$ cat src/rtl/fracacc_pkg.sv
package fracacc_pkg;

  typedef enum logic [2:0] {
    OP_NOP  = 3'd0,
    OP_ADD  = 3'd1,
    OP_SUB  = 3'd2,
    OP_LOAD = 3'd3,
    OP_XADD = 3'd4,
    OP_XSUB = 3'd5,
    OP_NEG  = 3'd6,
    OP_CLRF = 3'd7
  } acc_op_e;

endpackage

$ cat src/rtl/fracacc_shift.sv
module fracacc_shift #(
  parameter int W      = 40,
  parameter int AMT_W  = 5,
  parameter int MAX_SH = 16
) (
  input  logic [W-1:0]     data_i,
  input  logic [AMT_W-1:0] amt_i,
  input  logic             right_i,
  output logic [W-1:0]     data_o
);

  localparam logic [AMT_W-1:0] LIMIT = AMT_W'(MAX_SH);

  logic [AMT_W-1:0] eff;
  logic [W-1:0]     stg [AMT_W+1];

  assign eff    = (amt_i > LIMIT) ? LIMIT : amt_i;
  assign stg[0] = data_i;

  for (genvar k = 0; k < AMT_W; k++) begin : g_stage
    logic [W-1:0] sra_v;
    logic [W-1:0] sll_v;
    assign sra_v      = W'($signed(stg[k]) >>> (2**k));
    assign sll_v      = stg[k] << (2**k);
    assign stg[k+1]   = eff[k] ? (right_i ? sra_v : sll_v) : stg[k];
  end

  assign data_o = stg[AMT_W];

endmodule

$ cat src/rtl/fracacc_addsat.sv
module fracacc_addsat #(
  parameter int W      = 40,
  parameter int NARROW = 32
) (
  input  logic [W-1:0] src_i,
  input  logic [W-1:0] opnd_i,
  input  logic         sub_i,
  input  logic         sat_en_i,
  input  logic         sat_narrow_i,
  output logic [W-1:0] res_o,
  output logic         oa_det_o,
  output logic         sa_det_o
);

  localparam int TOPB = W - NARROW + 1;
  localparam logic [W-1:0] POS_WIDE   = {1'b0, {(W-1){1'b1}}};
  localparam logic [W-1:0] NEG_WIDE   = {1'b1, {(W-1){1'b0}}};
  localparam logic [W-1:0] POS_NARROW = {{TOPB{1'b0}}, {(NARROW-1){1'b1}}};
  localparam logic [W-1:0] NEG_NARROW = {{TOPB{1'b1}}, {(NARROW-1){1'b0}}};

  logic [W:0]          sum;
  logic [W-1:0]        wrapped;
  logic [W-NARROW:0]   guard_w;
  logic [W-NARROW+1:0] guard_n;
  logic                ovf_wide;
  logic                ovf_narrow;
  logic                clamp;

  always_comb begin
    if (sub_i) sum = {src_i[W-1], src_i} - {opnd_i[W-1], opnd_i};
    else       sum = {src_i[W-1], src_i} + {opnd_i[W-1], opnd_i};
    wrapped    = sum[W-1:0];
    guard_w    = wrapped[W-1:NARROW-1];
    guard_n    = sum[W:NARROW-1];
    ovf_wide   = sum[W] ^ sum[W-1];
    ovf_narrow = !((&guard_n) || !(|guard_n));
    oa_det_o   = !((&guard_w) || !(|guard_w));
    clamp      = sat_en_i && (sat_narrow_i ? ovf_narrow : ovf_wide);
    sa_det_o   = ovf_wide || clamp;
    if (!clamp)            res_o = wrapped;
    else if (sat_narrow_i) res_o = sum[W] ? NEG_NARROW : POS_NARROW;
    else                   res_o = sum[W] ? NEG_WIDE : POS_WIDE;
  end

endmodule

$ cat src/rtl/fracacc_store.sv
module fracacc_store #(
  parameter int W      = 40,
  parameter int NARROW = 32,
  parameter int OUT_W  = 16
) (
  input  logic [W-1:0]     acc_i,
  input  logic             rnd_en_i,
  input  logic             rnd_conv_i,
  input  logic             sat_i,
  output logic [OUT_W-1:0] word_o,
  output logic             ovf_o
);

  localparam int LSB = NARROW - OUT_W;
  localparam logic [LSB-1:0] HALF = {1'b1, {(LSB-1){1'b0}}};
  localparam logic [OUT_W-1:0] POS_LIM = {1'b0, {(OUT_W-1){1'b1}}};
  localparam logic [OUT_W-1:0] NEG_LIM = {1'b1, {(OUT_W-1){1'b0}}};

  logic             tie;
  logic             add_half;
  logic [W:0]       rounded;
  logic [W-NARROW+1:0] guard;

  always_comb begin
    tie      = (acc_i[LSB-1:0] == HALF);
    add_half = rnd_en_i && !(rnd_conv_i && tie && !acc_i[LSB]);
    rounded  = {acc_i[W-1], acc_i} + (add_half ? (W+1)'(HALF) : '0);
    guard    = rounded[W:NARROW-1];
    ovf_o    = !((&guard) || !(|guard));
    if (sat_i && ovf_o) word_o = rounded[W] ? NEG_LIM : POS_LIM;
    else                word_o = rounded[NARROW-1:LSB];
  end

endmodule

$ cat src/rtl/fracacc_unit.sv
module fracacc_unit #(
  parameter int ACC_W    = 40,
  parameter int NARROW_W = 32,
  parameter int STORE_W  = 16,
  parameter int SH_AMT_W = 5,
  parameter int SH_MAX   = 16
) (
  input  logic                clk,
  input  logic                rst_n,
  input  logic [2:0]          op_i,
  input  logic                acc_sel_i,
  input  logic [ACC_W-1:0]    operand_i,
  input  logic [SH_AMT_W-1:0] shift_amt_i,
  input  logic                shift_right_i,
  input  logic                sat_en_i,
  input  logic                sat_narrow_i,
  input  logic                err_en_i,
  input  logic                store_sel_i,
  input  logic                round_en_i,
  input  logic                round_conv_i,
  input  logic                store_sat_i,
  output logic [ACC_W-1:0]    acc_a_o,
  output logic [ACC_W-1:0]    acc_b_o,
  output logic                ovf_a_o,
  output logic                ovf_b_o,
  output logic                satf_a_o,
  output logic                satf_b_o,
  output logic                arith_err_o,
  output logic [STORE_W-1:0]  store_o
);
  import fracacc_pkg::*;

  localparam int N_ACC = 2;

  // reset: asynchronous assert, synchronous release
  logic [1:0] rst_sync_q;
  logic       rst_ni;

  always_ff @(posedge clk or negedge rst_n) begin
    if (!rst_n) rst_sync_q <= 2'b00;
    else        rst_sync_q <= {rst_sync_q[0], 1'b1};
  end
  assign rst_ni = rst_sync_q[1];

  acc_op_e          op;
  logic [ACC_W-1:0] acc_q [N_ACC];
  logic [ACC_W-1:0] acc_d [N_ACC];
  logic [N_ACC-1:0] oa_q, oa_d, sa_q, sa_d, acc_en;
  logic             err_d, err_q;
  logic [ACC_W-1:0] shifted, src, opnd, res;
  logic             sub, wr_en, clr, oa_det, sa_det;

  assign op = acc_op_e'(op_i);

  fracacc_shift #(.W(ACC_W), .AMT_W(SH_AMT_W), .MAX_SH(SH_MAX)) u_shift (
    .data_i  (operand_i),
    .amt_i   (shift_amt_i),
    .right_i (shift_right_i),
    .data_o  (shifted)
  );

  always_comb begin
    src   = acc_q[acc_sel_i];
    opnd  = shifted;
    sub   = 1'b0;
    wr_en = 1'b1;
    clr   = 1'b0;
    case (op)
      OP_ADD:  ;
      OP_SUB:  sub = 1'b1;
      OP_LOAD: src = '0;
      OP_XADD: opnd = acc_q[!acc_sel_i];
      OP_XSUB: begin opnd = acc_q[!acc_sel_i]; sub = 1'b1; end
      OP_NEG:  begin src = '0; opnd = acc_q[acc_sel_i]; sub = 1'b1; end
      OP_CLRF: begin wr_en = 1'b0; clr = 1'b1; end
      default: wr_en = 1'b0;
    endcase
  end

  fracacc_addsat #(.W(ACC_W), .NARROW(NARROW_W)) u_addsat (
    .src_i        (src),
    .opnd_i       (opnd),
    .sub_i        (sub),
    .sat_en_i     (sat_en_i),
    .sat_narrow_i (sat_narrow_i),
    .res_o        (res),
    .oa_det_o     (oa_det),
    .sa_det_o     (sa_det)
  );

  // next state
  always_comb begin
    for (int i = 0; i < N_ACC; i++) begin
      acc_en[i] = wr_en && (acc_sel_i == i[0]);
      acc_d[i]  = acc_en[i] ? res : acc_q[i];
      if (clr && (acc_sel_i == i[0])) begin
        oa_d[i] = 1'b0;
        sa_d[i] = 1'b0;
      end else begin
        oa_d[i] = oa_q[i] | (acc_en[i] & oa_det);
        sa_d[i] = sa_q[i] | (acc_en[i] & sa_det);
      end
    end
    err_d = wr_en && err_en_i && (oa_det || sa_det);
  end

  // state registers
  always_ff @(posedge clk or negedge rst_ni) begin
    if (!rst_ni) begin
      for (int i = 0; i < N_ACC; i++) acc_q[i] <= '0;
      oa_q  <= '0;
      sa_q  <= '0;
      err_q <= 1'b0;
    end else begin
      for (int i = 0; i < N_ACC; i++) begin
        if (acc_en[i]) acc_q[i] <= acc_d[i];
      end
      oa_q  <= oa_d;
      sa_q  <= sa_d;
      err_q <= err_d;
    end
  end

  logic store_ovf;

  fracacc_store #(.W(ACC_W), .NARROW(NARROW_W), .OUT_W(STORE_W)) u_store (
    .acc_i      (acc_q[store_sel_i]),
    .rnd_en_i   (round_en_i),
    .rnd_conv_i (round_conv_i),
    .sat_i      (store_sat_i),
    .word_o     (store_o),
    .ovf_o      (store_ovf)
  );

  assign acc_a_o     = acc_q[0];
  assign acc_b_o     = acc_q[1];
  assign ovf_a_o     = oa_q[0];
  assign ovf_b_o     = oa_q[1];
  assign satf_a_o    = sa_q[0];
  assign satf_b_o    = sa_q[1];
  assign arith_err_o = err_q;

  AST_OTHER_HOLDS: assert property (@(posedge clk) disable iff (!rst_ni)
    (op_i != 3'd0 && !acc_sel_i) |=> $stable(acc_b_o));
  AST_NOP_HOLDS: assert property (@(posedge clk) disable iff (!rst_ni)
    (op_i == 3'd0) |=> ($stable(acc_a_o) && $stable(acc_b_o) && $stable(oa_q) && $stable(sa_q)));
  AST_NARROW_RANGE: assert property (@(posedge clk) disable iff (!rst_ni)
    (op_i inside {[3'd1:3'd6]} && !acc_sel_i && sat_en_i && sat_narrow_i)
      |=> ((&acc_a_o[ACC_W-1:NARROW_W-1]) || !(|acc_a_o[ACC_W-1:NARROW_W-1])));
  AST_OVF_STICKY: assert property (@(posedge clk) disable iff (!rst_ni)
    $fell(ovf_a_o) |-> ($past(op_i) == 3'd7 && !$past(acc_sel_i)));
  AST_SAT_STICKY: assert property (@(posedge clk) disable iff (!rst_ni)
    $fell(satf_b_o) |-> ($past(op_i) == 3'd7 && $past(acc_sel_i)));
  AST_ERR_GATED: assert property (@(posedge clk) disable iff (!rst_ni)
    arith_err_o |-> $past(err_en_i));
  AST_STORE_CLAMP: assert property (@(posedge clk) disable iff (!rst_ni)
    (store_sat_i && store_ovf) |-> (store_o == {1'b0, {(STORE_W-1){1'b1}}} ||
                                    store_o == {1'b1, {(STORE_W-1){1'b0}}}));

endmodule

$ cat config.mk
export PLATFORM = sky130hd
export DESIGN_NAME = fracacc_unit
export DESIGN_NICKNAME = d
export VERILOG_FILES = /design/src/rtl/fracacc_pkg.sv /design/src/rtl/fracacc_shift.sv /design/src/rtl/fracacc_addsat.sv /design/src/rtl/fracacc_store.sv /design/src/rtl/fracacc_unit.sv
export SDC_FILE = /design/constraint.sdc
export NUM_CORES = 1
export LEC_CHECK = 0
export BUFFER_PORTS_ARGS = -buffer_cell sky130_fd_sc_hd__buf_4
export CAP_MARGIN = 10
export CORE_ASPECT_RATIO = 0.7
export CORE_UTILIZATION = 23
export CTS_CLUSTER_SIZE = 24
export DETAILED_ROUTE_END_ITERATION = 10
export GPL_TIMING_DRIVEN = 0
export PLACE_DENSITY = 0.4
export SYNTH_ARGS = -nofsm -noshare
export SYNTH_HDL_FRONTEND = slang
export SYNTH_SLANG_ARGS = --single-unit
$ cat constraint.sdc
create_clock -name clk -period 15 [get_ports clk]
set_input_delay 3 -clock clk [delete_from_list [all_inputs] [get_ports clk]]
set_output_delay 3 -clock clk [all_outputs]
set_load 0.01 [all_outputs]
==> out/metrics.yaml, run 1 <==
hold_violations: 0
p_leak_nw: 6.72
grt_pass1_wl_mm: 134
ys_ff_latch: 87
cts.htree.levels: 3
hold_path.class: "reg2reg"
place.gp.congestion: 1.02
dp_hpwl_mm: 79.0
clk_pin_slew_ns: 0.08
cp-end-kind: "flop"
clock_path_buffers: 2
synth-edff-count: 0
pwr-share-clk: 0.078
power.switching_w: 0.00179
clock_sinks: 87
dr_total_vias: 17900
start_util: 0.233
routed_wl_mm: 95.7
portBuffers: 152
coreArea_um2: 60100
seq_area_frac_synth: 0.155
r2r_cells: 28
die_x_um: 297
final-max-slew-violation-count: 2
slew_headroom: -0.0394
setup_viol: 0
ys_async_sr_fraction: 1.00
syn_inst: 1887
fp.dieH_um: 208
rsz0062_at_grt: "false"
clockRootBuffer: "clkbuf_16"
period_share: 0.984
p_comb_frac: 0.714
yosys-top-cells-area: "dfrtp_1 (16%), mux2i_1 (9.4%), a21oi_1 (5.3%)"
fmax_mhz: 67.7
io-pin-count: 160
ir_worst_vdd_uv: 87.4
row_count: 75
synth_common_cells: "nor2_1 (184), nand2_1 (172), a21oi_1 (148), mux2i_1 (131), o21ai_0 (100)"
cp_common_cell: "clkbuf_1"
cpPeakStageDelay_ns: 0.83
netlist.area_leader.share: 0.155
yosysWarningCount: 0
viasPerCell: 6.23
clock_latency_ns: 0.39
tightest_slew_ns: 1.55
drt_iter0_drc: 2663
synth_most_common_cell: "nor2_1"
route.detailed.drc: 0
antenna_found_initial: 5
drive_above_1_share: 0.136
internal-power_w: 0.00135
wl_per_cell_um: 33.3
setup-tns-final_ns: 0
cellPowerDensity_nw_per_um2: 190
p_seq_frac: 0.207
violations: "capacitance limit, slew limit"
ant_nets: 0
ys_types: 92
cts_tree: "done"
grt_pass1_vias: 16800
clock_skew_ns: 0.0172
grt-ovfl-total: 0
numCtsBuffers: 9
grt_usage: 0.301
whs_ns: 0.358
path_class: "in2reg"
post_cts_buffers: 0
synth.largest_area_cell: "dfrtp_1"
dieArea_um2: 61900
power.share.switching: 0.570
cp_max_fo: 10
synth.net_count: 1991
syn_area_um2: 14000
arrival_ns: 15.09
cts_hold_buf: 0
finalNetCount: 2161
grt_max_degree: 48
syn_avg_cell_area_um2: 7.42
critPathLaunchType: "input port"
status: "complete, but fails checks"
areaGrowthSynthToFinish_pct: 18.2
first_pass_iters: 7
finalCriticalPeriod_ns: 14.77
ys.flop_type: "dfrtp_1"
cp.required_ns: 15.32
maxCapViolCount: 1
holdPathStages: 0
crit_path_top_delay_cell: "clkbuf_1"
==> power groups by stage <==
| stage | Combinational (W) | Clock [W] | Sequential [W] |
|---|---|---|---|
| after global placement | 0.00218 | 0 | 0.000649 |
| after global routing | 0.00242 | 0.000260 | 0.000659 |
| after detailed placement | 0.00218 | 0 | 0.000649 |
| final | 0.00225 | 0.000247 | 0.000651 |
| after floorplan | 0.00137 | 0 | 0.000537 |
| after CTS | 0.00219 | 0.000252 | 0.000644 |
==> path summary, 6_finish.rpt <==
path / startpoint / to / slack, ns
setup / recovery: shift_amt_i[4] / acc_a_o[26] / 0.23
hold / removal: rst_sync_q[0] / rst_sync_q[1] / 0.36
setup reg to reg: acc_b_o[4] / acc_a_o[26] / 5.82
hold reg to reg: rst_sync_q[0] / rst_sync_q[1] / 0.36
max in group asynchronous: rst_n / rst_sync_q[1] / 12.53
min in group asynchronous: rst_sync_q[1] / acc_b_o[8] / 0.38
==> worst max-delay path: cells and delay by family <==
kind	cells	cell delay (ns)
AOI/OAI and AO/OA	18	4.84
buffers and inverters	9	3.81
and+or+nand+nor	6	1.86
adders and majority gates	3	0.92
xor gates and xnor gates	2	0.59
==> state kept, by name, indices dropped and copies added, names as in the netlist <==
name,count
acc_a_o,40
acc_b_o,40
arith_err_o,1
oa_q,2
rst_sync_q,2
sa_q,2
==> cell families (layout without fill, tap and decap cells) <==
group / Yosys count / in the layout / synth area share
AOI/OAI and AO/OA: 692 / 692 / 0.344
xor gates and xnor gates: 97 / 97 / 0.0612
adders and majority gates: 45 / 45 / 0.0408
buffers and inverters: 177 / 352 / 0.0508
DFF: 87 / 87 / 0.155
muxes: 177 / 177 / 0.137
other: 1 / 3 / 0.000268
and+or+nand+nor: 611 / 611 / 0.211
==> metal layers <==
metal  up-vias  share of wire  global-route usage
li1       7595              -                   -
met3        90           0.12              0.0820
met2      1096           0.37               0.390
met1      9122           0.50               0.484
met5         -       0.000094                   0
met4         2          0.011              0.0370
==> metrics by stage <==
| stage | power [W] | util | instance area [um2] | instances | worst slack [ns] |
|---|---|---|---|---|---|
| floorplan | 0.00191 | - | 14000 | 1887 | 3.96 |
| finish | 0.00314 | 0.276 | 16600 | 2872 | 0.233 |
| global route | 0.00334 | 0.276 | 16500 | 2870 | 0.00678 |
| global placement | 0.00283 | 0.269 | 16200 | 2847 | -0.124 |
| CTS | 0.00309 | 0.275 | 16500 | 2869 | 0.417 |
| detailed placement | 0.00283 | 0.270 | 16200 | 2853 | 0.174 |
==> layout make-up <==
| type | count | area, um2 |
|---|---|---|
| flip-flops and latches | 87 | 2180 |
| repair buffers | 159 | 1200 |
| diodes | 2 | 5.00 |
| clock buffers | 9 | 225 |
| multi-input cells | 1623 | 11100 |
| plain buffers | 139 | 579 |
| clock inverters | 7 | 81.3 |
| inverters | 38 | 143 |
| fillers | 6745 | 43500 |
| well taps | 808 | 1010 |
==> what timing repair did <==
| item | 4_1_cts | 5_1_grt |
|---|---|---|
| resized for setup | 0 | 9 |
| endpoints found under the hold margin | 0 | 0 |
| setup endpoints to repair | 0 | 48 |
==> cells in the final DEF, fill, tap and decap left out, types with 10 or more instances in the layout <==
cell	instances
and3_1	14
a31oi_1	45
buf_1	16
ha_1	44
mux2_2	37
clkbuf_1	89
or3_1	11
nand2_1	172
xnor2_1	56
xor2_1	40
a22o_1	12
a22oi_1	25
a221oi_1	14
buf_4	157
nor4_1	19
a21oi_1	148
nand3_1	50
a21o_1	36
dfrtp_1	86
o21ai_0	99
nor2b_1	21
nor2_1	184
a222oi_1	12
o22a_1	51
inv_1	35
nand2b_1	31
a211oi_1	29
o21a_1	13
buf_2	28
nand4_1	13
mux2i_1	131
and2_1	15
o22ai_1	26
o221ai_1	10
nor3_1	30
o211ai_1	33
a211o_1	23
(Power assumes the default switching activity.)
==> inputs of run 2 (changes only) <==
==> constraint.sdc (replaced) <==
create_clock -name clk -period 15 [get_ports clk]
set_input_delay 1.5 -clock clk [delete_from_list [all_inputs] [get_ports clk]]
set_output_delay 1.5 -clock clk [all_outputs]
set_load 0.01 [all_outputs]
==> out/metrics.yaml, run 2 (same netlist as run 1, synthesis figures left out) <==
status: "complete, but fails checks"
violations: "capacitance limit, slew limit"
power.switching_w: 0.00179
dr_total_vias: 18000
grt_pass1_vias: 16800
portBuffers: 152
first_pass_iters: 6
final_common_cell: "nor2_1"
drive_above_1_share: 0.134
crit_path_top_delay_cell: "buf_1"
io-pin-count: 160
finalCriticalPeriod_ns: 13.51
setup-tns-final_ns: 0
route.detailed.drc: 0
final_cell_mix: "nor2_1 (184), nand2_1 (172), buf_4 (157)"
post_cts_buffers: 0
die_x_um: 297
grt-ovfl-total: 0
row_count: 75
period_share: 0.901
clock_path_buffers: 2
route.met3.wl_mm: 11.3
wl_per_cell_um: 33.3
place_inst: 2853
cpPeakStageDelay_ns: 0.78
maxCapViolCount: 1
cts_tree: "done"
dieArea_um2: 61900
clockRootBuffer: "clkbuf_16"
pwr-share-clk: 0.078
cp-end-kind: "flop"
path_class: "in2reg"
antenna_found_initial: 5
hold_path.class: "reg2reg"
tightest_slew_ns: 1.52
rsz0062_at_grt: "false"
clock_latency_ns: 0.39
p_seq_frac: 0.207
p_leak_nw: 6.71
wl_met2_mm: 35.7
grt_usage: 0.301
place.gp.congestion: 1.02
critPathLaunchType: "input port"
setup_viol: 0
viasPerCell: 6.25
fmax_mhz: 74.0
internal-power_w: 0.00135
grt_max_degree: 48
dp_hpwl_mm: 79.0
ir_worst_vdd_uv: 87.8
routed_wl_mm: 95.7
final-max-slew-violation-count: 2
ctsResizeCount: 0
cts.htree.levels: 3
clk_pin_slew_ns: 0.08
ant_nets: 0
drt-met1-wl_mm: 47.7
power.share.switching: 0.569
hold_violations: 0
timing.critical_path.buf_inv: 11
finalNetCount: 2161
arrival_ns: 13.83
start_util: 0.233
coreArea_um2: 60100
cp_max_fo: 10
slew_headroom: -0.0230
cp.required_ns: 15.31
numCtsBuffers: 9
fp.dieH_um: 208
drt_iter0_drc: 2708
p_comb_frac: 0.715
top_layer_used: "met5"
cellPowerDensity_nw_per_um2: 190
grt_pass1_wl_mm: 134
cts_hold_buf: 0
clock_skew_ns: 0.0151
crit_family: "compound AO/OA/AOI/OAI gates"
areaGrowthSynthToFinish_pct: 18.2
clock_sinks: 87
layoutNonFillerInstCount: 2873
==> run 2: area by class of cell <==
class / count / area, um2
Timing Repair Buffer: 159 / 1200
Inverter: 38 / 143
Clock buffer: 9 / 225
Fill cell: 6739 / 43500
Buffer: 139 / 568
Sequential cell: 87 / 2180
Multi-Input combinational cell: 1623 / 11100
Tap cell: 808 / 1010
Antenna cell: 3 / 7.51
Clock inverter: 7 / 81.3
==> run 2: metal layers <==
layer	vias up	global-route usage
met3	76	0.0820
li1	7598	-
met1	9119	0.484
met2	1164	0.390
met4	2	0.0370
met5	-	0
==> run 2: worst paths after layout <==
check	startpoint	to	slack, ns	depth (start not counted)
setup / recovery	shift_right_i	acc_b_o[29]	1.49	38
hold / removal	rst_sync_q[0]	rst_sync_q[1]	0.36	0
setup reg to reg	acc_b_o[4]	acc_b_o[29]	5.73	28
hold reg to reg	rst_sync_q[0]	rst_sync_q[1]	0.36	0
max in group asynchronous	rst_sync_q[1]	acc_b_o[28]	13.94	1
min in group asynchronous	rst_sync_q[1]	acc_b_o[8]	0.37	0
==> run 2: through the flow <==
stage	setup WS [ns]	hold WS (ns)	total power, W	area, um2	utilization
floorplan	5.46	0.331	0.00191	14000	-
global placement	1.38	0.336	0.00283	16200	0.269
detailed placement	1.67	0.347	0.00283	16200	0.270
CTS	1.92	0.365	0.00309	16500	0.275
global route	1.24	0.380	0.00334	16500	0.275
finish	1.49	0.358	0.00314	16500	0.275
==> run 2: power by group through the flow <==
stage | registers [W] | logic (W) | clock network [W]
2_1_floorplan | 0.000537 | 0.00137 | 0
3_3_place_gp | 0.000649 | 0.00218 | 0
3_5_place_dp | 0.000649 | 0.00218 | 0
4_1_cts | 0.000644 | 0.00219 | 0.000252
5_1_grt | 0.000659 | 0.00242 | 0.000260
6_report | 0.000648 | 0.00225 | 0.000245
